## src/rtl/lsync_pkg.sv

```systemverilog
package lsync_pkg;
  typedef enum logic {
    LS_HUNT   = 1'b0,
    LS_LOCKED = 1'b1
  } lsync_state_e;

  localparam logic [7:0] COMMA_CODE = 8'hBC;
endpackage

```

## src/rtl/lsync_rst_sync.sv

```systemverilog
module lsync_rst_sync #(
  parameter int STAGES = 2
) (
  input  logic clk,
  input  logic rst_n,
  output logic rst_ni
);
  logic [STAGES-1:0] chain_q;

  always_ff @(posedge clk or negedge rst_n) begin
    if (!rst_n) begin
      chain_q <= '0;
    end else begin
      chain_q <= {chain_q[STAGES-2:0], 1'b1};
    end
  end

  assign rst_ni = chain_q[STAGES-1];
endmodule

```

## src/rtl/lsync_run_cnt.sv

```systemverilog
module lsync_run_cnt #(
  parameter int LIMIT = 4,
  localparam int CW = $clog2(LIMIT + 1)
) (
  input  logic clk,
  input  logic rst_ni,
  input  logic clr,
  input  logic inc,
  output logic hit
);
  localparam logic [CW-1:0] LAST = CW'(LIMIT - 1);

  logic [CW-1:0] cnt_q, cnt_d;
  logic          cnt_en;

  assign hit = inc && !clr && (cnt_q == LAST);

  always_comb begin
    cnt_en = clr || inc;
    cnt_d  = cnt_q;
    if (clr || hit) begin
      cnt_d = '0;
    end else if (inc) begin
      cnt_d = cnt_q + CW'(1);
    end
  end

  always_ff @(posedge clk or negedge rst_ni) begin
    if (!rst_ni) begin
      cnt_q <= '0;
    end else if (cnt_en) begin
      cnt_q <= cnt_d;
    end
  end
endmodule

```

## src/rtl/lsync_fsm.sv

```systemverilog
module lsync_fsm
  import lsync_pkg::*;
(
  input  logic         clk,
  input  logic         rst_ni,
  input  logic         resync,
  input  logic         comma_hit,
  input  logic         err_hit,
  output lsync_state_e state,
  output logic         locked_q
);
  lsync_state_e state_q, state_d;

  always_comb begin
    state_d = state_q;
    if (resync) begin
      state_d = LS_HUNT;
    end else begin
      case (state_q)
        LS_HUNT:   if (comma_hit) state_d = LS_LOCKED;
        LS_LOCKED: if (err_hit)   state_d = LS_HUNT;
        default:   state_d = LS_HUNT;
      endcase
    end
  end

  always_ff @(posedge clk or negedge rst_ni) begin
    if (!rst_ni) begin
      state_q  <= LS_HUNT;
      locked_q <= 1'b0;
    end else begin
      state_q  <= state_d;
      locked_q <= (state_d == LS_LOCKED);
    end
  end

  assign state = state_q;
endmodule

```

## src/rtl/lane_sync_ctrl.sv

```systemverilog
module lane_sync_ctrl
  import lsync_pkg::*;
#(
  parameter int COMMA_MIN  = 4,
  parameter int ERR_LIMIT  = 4,
  parameter int RST_STAGES = 2
) (
  input  logic       clk,
  input  logic       rst_n,
  input  logic       oct_vld,
  input  logic       oct_ctl,
  input  logic [7:0] oct_data,
  input  logic       dec_err,
  input  logic       resync_req,
  output logic       sync_n,
  output logic       lane_synced
);
  logic         rst_ni;
  lsync_state_e state;
  logic         locked_q;
  logic         is_comma, hunting, locked;
  logic         comma_inc, comma_clr, comma_hit;
  logic         err_inc, err_clr, err_hit;

  lsync_rst_sync #(.STAGES(RST_STAGES)) u_rst (
    .clk    (clk),
    .rst_n  (rst_n),
    .rst_ni (rst_ni)
  );

  assign is_comma = oct_ctl && !dec_err && (oct_data == COMMA_CODE);
  assign hunting  = (state == LS_HUNT);
  assign locked   = (state == LS_LOCKED);

  assign comma_inc = hunting && oct_vld && is_comma;
  assign comma_clr = resync_req || !hunting || (oct_vld && !is_comma);
  assign err_inc   = locked && oct_vld && dec_err;
  assign err_clr   = resync_req || !locked || (oct_vld && !dec_err);

  lsync_run_cnt #(.LIMIT(COMMA_MIN)) u_comma_run (
    .clk    (clk),
    .rst_ni (rst_ni),
    .clr    (comma_clr),
    .inc    (comma_inc),
    .hit    (comma_hit)
  );

  lsync_run_cnt #(.LIMIT(ERR_LIMIT)) u_err_run (
    .clk    (clk),
    .rst_ni (rst_ni),
    .clr    (err_clr),
    .inc    (err_inc),
    .hit    (err_hit)
  );

  lsync_fsm u_fsm (
    .clk       (clk),
    .rst_ni    (rst_ni),
    .resync    (resync_req),
    .comma_hit (comma_hit),
    .err_hit   (err_hit),
    .state     (state),
    .locked_q  (locked_q)
  );

  assign sync_n      = locked_q;
  assign lane_synced = locked_q;
endmodule

```

## config.mk

```make
export PLATFORM = sky130hd
export DESIGN_NAME = lane_sync_ctrl
export DESIGN_NICKNAME = d
export VERILOG_FILES = /design/src/rtl/lsync_pkg.sv /design/src/rtl/lsync_rst_sync.sv /design/src/rtl/lsync_run_cnt.sv /design/src/rtl/lsync_fsm.sv /design/src/rtl/lane_sync_ctrl.sv
export SDC_FILE = /design/constraint.sdc
export NUM_CORES = 1
export LEC_CHECK = 0
export BUFFER_PORTS_ARGS = -buffer_cell sky130_fd_sc_hd__buf_2
export CAP_MARGIN = 20
export CORE_MARGIN = 5
export CORE_UTILIZATION = 35
export CTS_BUF_LIST = sky130_fd_sc_hd__clkbuf_4 sky130_fd_sc_hd__clkbuf_8 sky130_fd_sc_hd__clkbuf_16
export CTS_CLUSTER_DIAMETER = 120
export DETAILED_ROUTE_END_ITERATION = 8
export GPL_TIMING_DRIVEN = 0
export PLACE_DENSITY = 0.66
export SLEW_MARGIN = 40
export SYNTH_ARGS = -nofsm -noshare
export SYNTH_HDL_FRONTEND = slang
export SYNTH_HIERARCHICAL = 1
export SYNTH_SLANG_ARGS = --single-unit
```

## constraint.sdc

```tcl
create_clock -name clk -period 1.1 [get_ports clk]
set_clock_uncertainty 0.05 [all_clocks]
set_input_delay 0.22 -clock clk [delete_from_list [all_inputs] [get_ports clk]]
set_output_delay 0.22 -clock clk [all_outputs]
set_load 0.02 [all_outputs]
```

==> results of run 1 <==
## cell type report
class / count / share of cell area, %
Tap cell: 15 / 2.287
Multi-Input combinational cell: 33 / 39.02
Timing Repair Buffer: 28 / 24.24
Sequential cell: 9 / 27.59
Clock buffer: 4 / 3.659
Buffer: 2 / 2.287
Inverter: 2 / 0.9146
## where the power goes
part / switching, mW / internal (mW) / total [mW]
logic: 0.0173 / 0.0311 / 0.0484
clock network: 0.111 / 0.164 / 0.275
registers: 0.00524 / 0.335 / 0.340
total: 0.133 / 0.530 / 0.663
## logic make-up after synthesis
logic type / after synthesis
compound gates: 8
fa+ha+maj: 4
buf+inv: 4
flops: 9
other cells: 1
simple gates: 20
## through the flow
stage	std cells	cell area, sq um
6_report	93	820.8
5_1_grt	93	820.8
4_1_cts	87	738.2
3_5_place_dp	76	621.8
3_3_place_gp	76	621.8
2_1_floorplan	46	528.0
## synth_stat cells, drive strengths merged (3+ instances only)
| master | n | area share [%] |
|---|---|---|
| dfrtp | 9 | 44 |
| ha | 4 | 9.8 |
| nand2b | 3 | 3.7 |
| nor2 | 5 | 3.7 |
## per-layer routing
metal	share of wire [%]	routed length [um]	up-vias
met4	2.0	24	0
met3	10	128	2
met1	44	544	215
li1	-	-	234
met2	43	532	21
met5	0	0	-
## cell usage in the layout, fill, tap and decap left out, drive strengths merged, types with 2 or more instances in the layout
cell     n
buf     29
dfrtp    9
nor2     5
clkbuf   4
ha       4
nand2b   3
and4bb   2
inv      2
and3b    2
or3b     2
or4b     2
o31ai    2
a32o     2
a21oi    2
## worst max-delay path, cell delays in order, from the launching register on
cell and delay [ns]:
dfrtp_2 0.41, buf_6 0.13, a211o_1 0.29, or4b_4 0.53
o31ai_2 0.08
## timing repair
action | CTS | global route
resized for setup | 7 | 9
hold buffers | 1 | 0
buffers inserted | 6 | 6
setup endpoints to repair | 9 | 9
gates cloned | 0 | 0
endpoints found under the hold margin | 2 | 0
pin swaps | 7 | 1
## state kept, by name (all words and copies together) (netlist names)
name / cells
u_fsm/state: 1
u_err_run/cnt_q: 3
u_comma_run/cnt_q: 3
u_rst/chain_q: 2
## worst max-delay path by stage
stage	slack (ns)	end	start
floorplan	-0.48	u_comma_run/cnt_q[2]$_DFFE_PN0P_	dec_err
global placement	-0.69	u_comma_run/cnt_q[2]$_DFFE_PN0P_	dec_err
detailed placement	-0.71	u_comma_run/cnt_q[2]$_DFFE_PN0P_	dec_err
CTS	-0.44	u_comma_run/cnt_q[2]$_DFFE_PN0P_	u_fsm/state$_DFF_PN0_
global route	-0.51	u_comma_run/cnt_q[2]$_DFFE_PN0P_	u_fsm/state$_DFF_PN0_
finish	-0.47	u_comma_run/cnt_q[2]$_DFFE_PN0P_	u_fsm/state$_DFF_PN0_
==> impl_metrics.csv, run 1 <==
group,metric,value,unit
power,power_density,808.2,nW/um^2
clock_network,clock_path_buffers,2,
die,placementRows,13,
yosys,yosysSeqAreaShare,44.23,%
global_routing,grtUsageMet3,3.321,%
global_routing,grt.total_usage,11.75,%
worst_hold_path,hold_path.class,"flip-flop to asynchronous set/reset pin",
timing,whs,0.06402,ns
yosys,ys_warn_count,6,
clock_network,cts_max_level,1,
yosys,syn_area_per_cell,11.07,sq um
yosys,synth_top_family_by_area,"simple AND/OR/NAND/NOR gates",
clock_network,path_clk_slew,0.06,ns
yosys,synth_fa_ha_area_share,9.828,%
routing,vias,472,
run_status,violations,"negative setup slack",
routing,ant_nets,0,
timing,slew_viol_final,0,
yosys,synth_compound_area_share,12.04,%
clock_network,clock_sinks,9,
final_layout,area_delta_synth_final,61.18,%
yosys,yosys.area_share.simple,28.75,%
yosys,async_reset_ff_share,100.0,%
placement,post-dp-hpwl,757.9,um
final_layout,post-route-util,61.54,%
final_layout,multiInputGateArea,320.3,sq um
critical_path,r2r_end,"u_comma_run/cnt_q[2]$_DFFE_PN0P_",
run,drv_cap,0,
global_routing,top_usage_layer,"met2",
clock_network,tritoncts,"built",
timing,setup_viol,9,
yosys,synth_flop_cell,"dfrtp_1",
die,die_h,48.15,um
die,ios,16,
critical_path,r2r_cells,4,
placement,gp_congestion,0.7123,
die,core,1334,sq um
global_routing,grt_pass1_wl,1842,um
timing,timing.final.crit_share,142.9,%
placement,io_buffers,15,
routing,viasPerCell,5.075,
final_layout,final.fill_count,109,
global_routing,grt_max_degree,8,
yosys,synth_xor_area_share,0,%
yosys,synth.distinct_cells,20,
yosys,synth_edf_count,0,
timing,period_needed,1.572,ns
routing,first_pass_iters,4,
final_layout,final_nets,97,
clock_network,cts_root_buffer,"clkbuf_4",
routing,wirelength,1229,um
routing,drtIter0Drc,9,
critical_path,critPathKind,"flip-flop to flip-flop",
global_routing,globalRoute.totalOverflow,0,
placement,dp_slack,-0.7060,ns
yosys,synth_fp_nets,64,
critical_path,critPathMaxFanout,3,
yosys,postSynthCellCount,46,
clock_network,cts_made_buffers,3,
yosys,synth-seq-cells,9,
timing,final_hold_viol_count,0,
critical_path,start_kind,"flip-flop",
global_routing,antenna_found_initial,0,
die,die-width,48.15,um
run_status,status,"finished, violations left",
critical_path,crit_arrival,1.69,ns
global_routing,met1_usage,13.93,%
timing,grt_setup_unrepaired,"true",
timing,fmax,636.1,MHz
global_routing,grt_pass1_vias,438,
global_routing,grt.met2_usage,18.23,%
power,p_total,663.4,uW
yosys,synth_mux_area_share,0,%
clock_network,clock_latency,0.26,ns
critical_path,required,1.22,ns
power,p_leak,0.3916,nW
critical_path,endpoint_kind,"flip-flop",
final_layout,drive_above_1_share,57.69,%
final_layout,antenna_cells,0,
die,initial_utilization,38.18,%
yosys,syn_area,509.2,sq um
die,die_area,2318,sq um
routing,drc,0,
timing,fin_setup_tns,-3.100,ns
timing,fin_ws,-0.4721,ns
final_layout,seq_area,226.5,sq um
routing,wl_per_cell,13.22,um
power,vdd_drop_max,0.0005320,V
critical_path,r2r_start,"u_fsm/state$_DFF_PN0_",
critical_path,rrSetupSlack,-0.47,ns
Power figures use the tool's default switching activity.
==> run 2: changes to the inputs <==
- CELL_PAD_IN_SITES_DETAIL_PLACEMENT: default -> 0
- CELL_PAD_IN_SITES_GLOBAL_PLACEMENT: default -> 2
- CORE_UTILIZATION: 35 -> 31
- PLACE_DENSITY: 0.66 -> 0.86
==> run 2 against run 1 <==
Effect of this change:
- the run still ends with negative setup slack left
- flip-flop and latch count unchanged
- highest routed layer is now met3
- die area rose by 10%
- global-route usage shrank 1.9 points
- non-clock buffer count unchanged
- clock power decreased by 7.3%
- worst hold slack better by 0.0089 ns
- count of clock-buffer cells in the layout decreased by 1
- combinational power grew 6.4%
- core utilization is 7.4 points lower
- critical path depth is the same
==> impl_metrics.csv, run 2 (synthesis gave the netlist of run 1 again) <==
group,metric,value,unit
run_status,status,"finished, violations left",
run_status,violations,"negative setup slack",
power,vdd_drop_max,0.0006942,V
timing,fmax,663.6,MHz
global_routing,globalRoute.totalOverflow,0,
die,placementRows,14,
die,ios,16,
clock_network,clock_path_buffers,2,
timing,slew_viol_final,0,
critical_path,critPathBufInv,1,
critical_path,critPathKind,"flip-flop to flip-flop",
final_layout,final_nets,97,
placement,post-dp-hpwl,830.7,um
power,p_comb_share,8.0,%
worst_hold_path,hold_path.class,"flip-flop to asynchronous set/reset pin",
timing,setup_viol,9,
routing,ant_nets,0,
power,p_clk_share,39.4,%
critical_path,critical-path-top-delay-family,"simple AND/OR/NAND/NOR gates",
die,die_area,2553,sq um
critical_path,start_kind,"flip-flop",
placement,dp_slack,-0.7170,ns
run,drv_cap,0,
clock_network,clock_latency,0.26,ns
critical_path,crit_chain,"buf_6 > a211o_1 > or4b_1 > o31ai_1",
power,p_total,646.4,uW
routing,first_pass_iters,2,
final_layout,antenna_cells,0,
global_routing,grt_pass1_wl,1904,um
clock_network,path_clk_slew,0.06,ns
clock_network,cts_max_level,1,
routing,viasPerCell,5.000,
critical_path,critPathMaxFanout,3,
routing,vias,470,
routing,drtIter0Drc,1,
final_layout,area_delta_synth_final,62.16,%
critical_path,r2r_cells,4,
final_layout,final_cell_mix,"buf_4, buf_2, buf_6, dfrtp_1, nor2_1",
critical_path,r2r_start,"u_fsm/state$_DFF_PN0_",
die,initial_utilization,33.42,%
clock_network,tritoncts,"built",
routing,drc,0,
die,die-width,50.53,um
critical_path,cp_slowest_stage_delay,0.50,ns
timing,period_needed,1.507,ns
die,die_h,50.53,um
routing,wl_per_cell,12.38,um
critical_path,required,1.21,ns
final_layout,drive_above_1_share,56.41,%
power,intPower,504.1,uW
clock_network,cts_root_buffer,"clkbuf_4",
timing,fin_ws,-0.4070,ns
timing,timing.final.crit_share,137.0,%
critical_path,endpoint_kind,"flip-flop",
global_routing,antenna_found_initial,0,
final_layout,top_regs,"u_comma_run/cnt_q (3), u_err_run/cnt_q (3), u_rst/chain_q (2)",
timing,grt_setup_unrepaired,"true",
final_layout,final_common_cell,"buf_4",
die,core,1524,sq um
critical_path,critical-path-slowest-cell,"or4b_1",
power,seqPwrFrac,52.6,%
placement,io_buffers,15,
routing,wirelength,1164,um
clock_network,cts_made_buffers,3,
critical_path,crit_arrival,1.62,ns
global_routing,grt_max_degree,8,
final_layout,post-route-util,54.19,%
placement,gp_congestion,0.6144,
power,switching_share,22.00,%
power,switchingPower,142.2,uW
critical_path,cp-startpoint,"u_fsm/state$_DFF_PN0_",
power,power_density,782.7,nW/um^2
global_routing,grt_pass1_vias,459,
power,p_leak,0.3907,nW
timing,final_hold_viol_count,0,
global_routing,grt.total_usage,9.837,%
clock_network,clock_sinks,9,
critical_path,cp.depth,4,
[run 2: changes by cell type in the layout (fill, tap and decap cells not counted), moves of 2 or more]
cell / previous run / this run
o31ai_1: 0 / 2
or4b_4: 2 / 0
or4b_1: 0 / 2
buf_2: 13 / 10
buf_6: 6 / 8
o31ai_2: 2 / 0
[run 2: metal layers]
metal  vias up  global-route usage [%]  wire length, um
li1        236                       -                -
met1       227                   10.87              476
met2         7                   16.94              642
met3         0                   4.438               46
met4         0                   2.553                0
met5         -                       0                0
[run 2: worst paths after layout]
check	slack [ns]	end
setup reg to reg	-0.41	u_comma_run/cnt_q[2]$_DFFE_PN0P_
setup / recovery	-0.41	u_comma_run/cnt_q[2]$_DFFE_PN0P_
hold reg to reg	0.07	u_err_run/cnt_q[1]$_DFFE_PN0P_
min in group clk	0.11	u_fsm/state$_DFF_PN0_
max in group asynchronous	0.67	u_fsm/state$_DFF_PN0_
hold / removal	0.07	u_err_run/cnt_q[1]$_DFFE_PN0P_
[run 2: cell type report]
cell class              instances  area, sq um
plain buffers                   2        18.77
clock buffers                   3        22.52
clock inverters                 1        5.005
fillers                       134        698.2
inverters                       2        7.507
multi-input cells              33        311.5
flip-flops and latches          9        226.5
well taps                      16        20.02
repair buffers                 28        214.0
[run 2: worst register-to-register path: stages, from the launching register on]
cell and delay, ns:
dfrtp_2 0.41, buf_6 0.13, a211o_1 0.25, or4b_1 0.50, o31ai_1 0.08
[run 2: per-stage QoR]
| step | instance area [sq um] | cells | TNS [ns] | hold slack [ns] |
|---|---|---|---|---|
| after floorplan | 528.0 | 46 | -2.054 | -0.1256 |
| after global placement | 623.1 | 77 | -3.048 | -0.04466 |
| after detailed placement | 623.1 | 77 | -3.210 | -0.04285 |
| after CTS | 784.5 | 91 | -2.571 | 0.09270 |
| after global routing | 825.8 | 94 | -2.966 | 0.09187 |
| final | 825.8 | 94 | -2.425 | 0.07295 |
[run 2: timing repair]
item,4_1_cts,5_1_grt
setup endpoints to repair,9,9
hold buffers,1,0
resized for setup,12,5
pin swaps,9,1
hold endpoints to repair,2,0
buffers inserted,9,3
[run 2: power by group through the flow]
stage | clock network [mW] | logic, mW | registers [mW]
2_1_floorplan | 0 | 0.0115 | 0.345
3_3_place_gp | 0 | 0.0366 | 0.347
3_5_place_dp | 0 | 0.0378 | 0.347
4_1_cts | 0.266 | 0.0505 | 0.341
5_1_grt | 0.287 | 0.0575 | 0.342
6_report | 0.255 | 0.0515 | 0.340
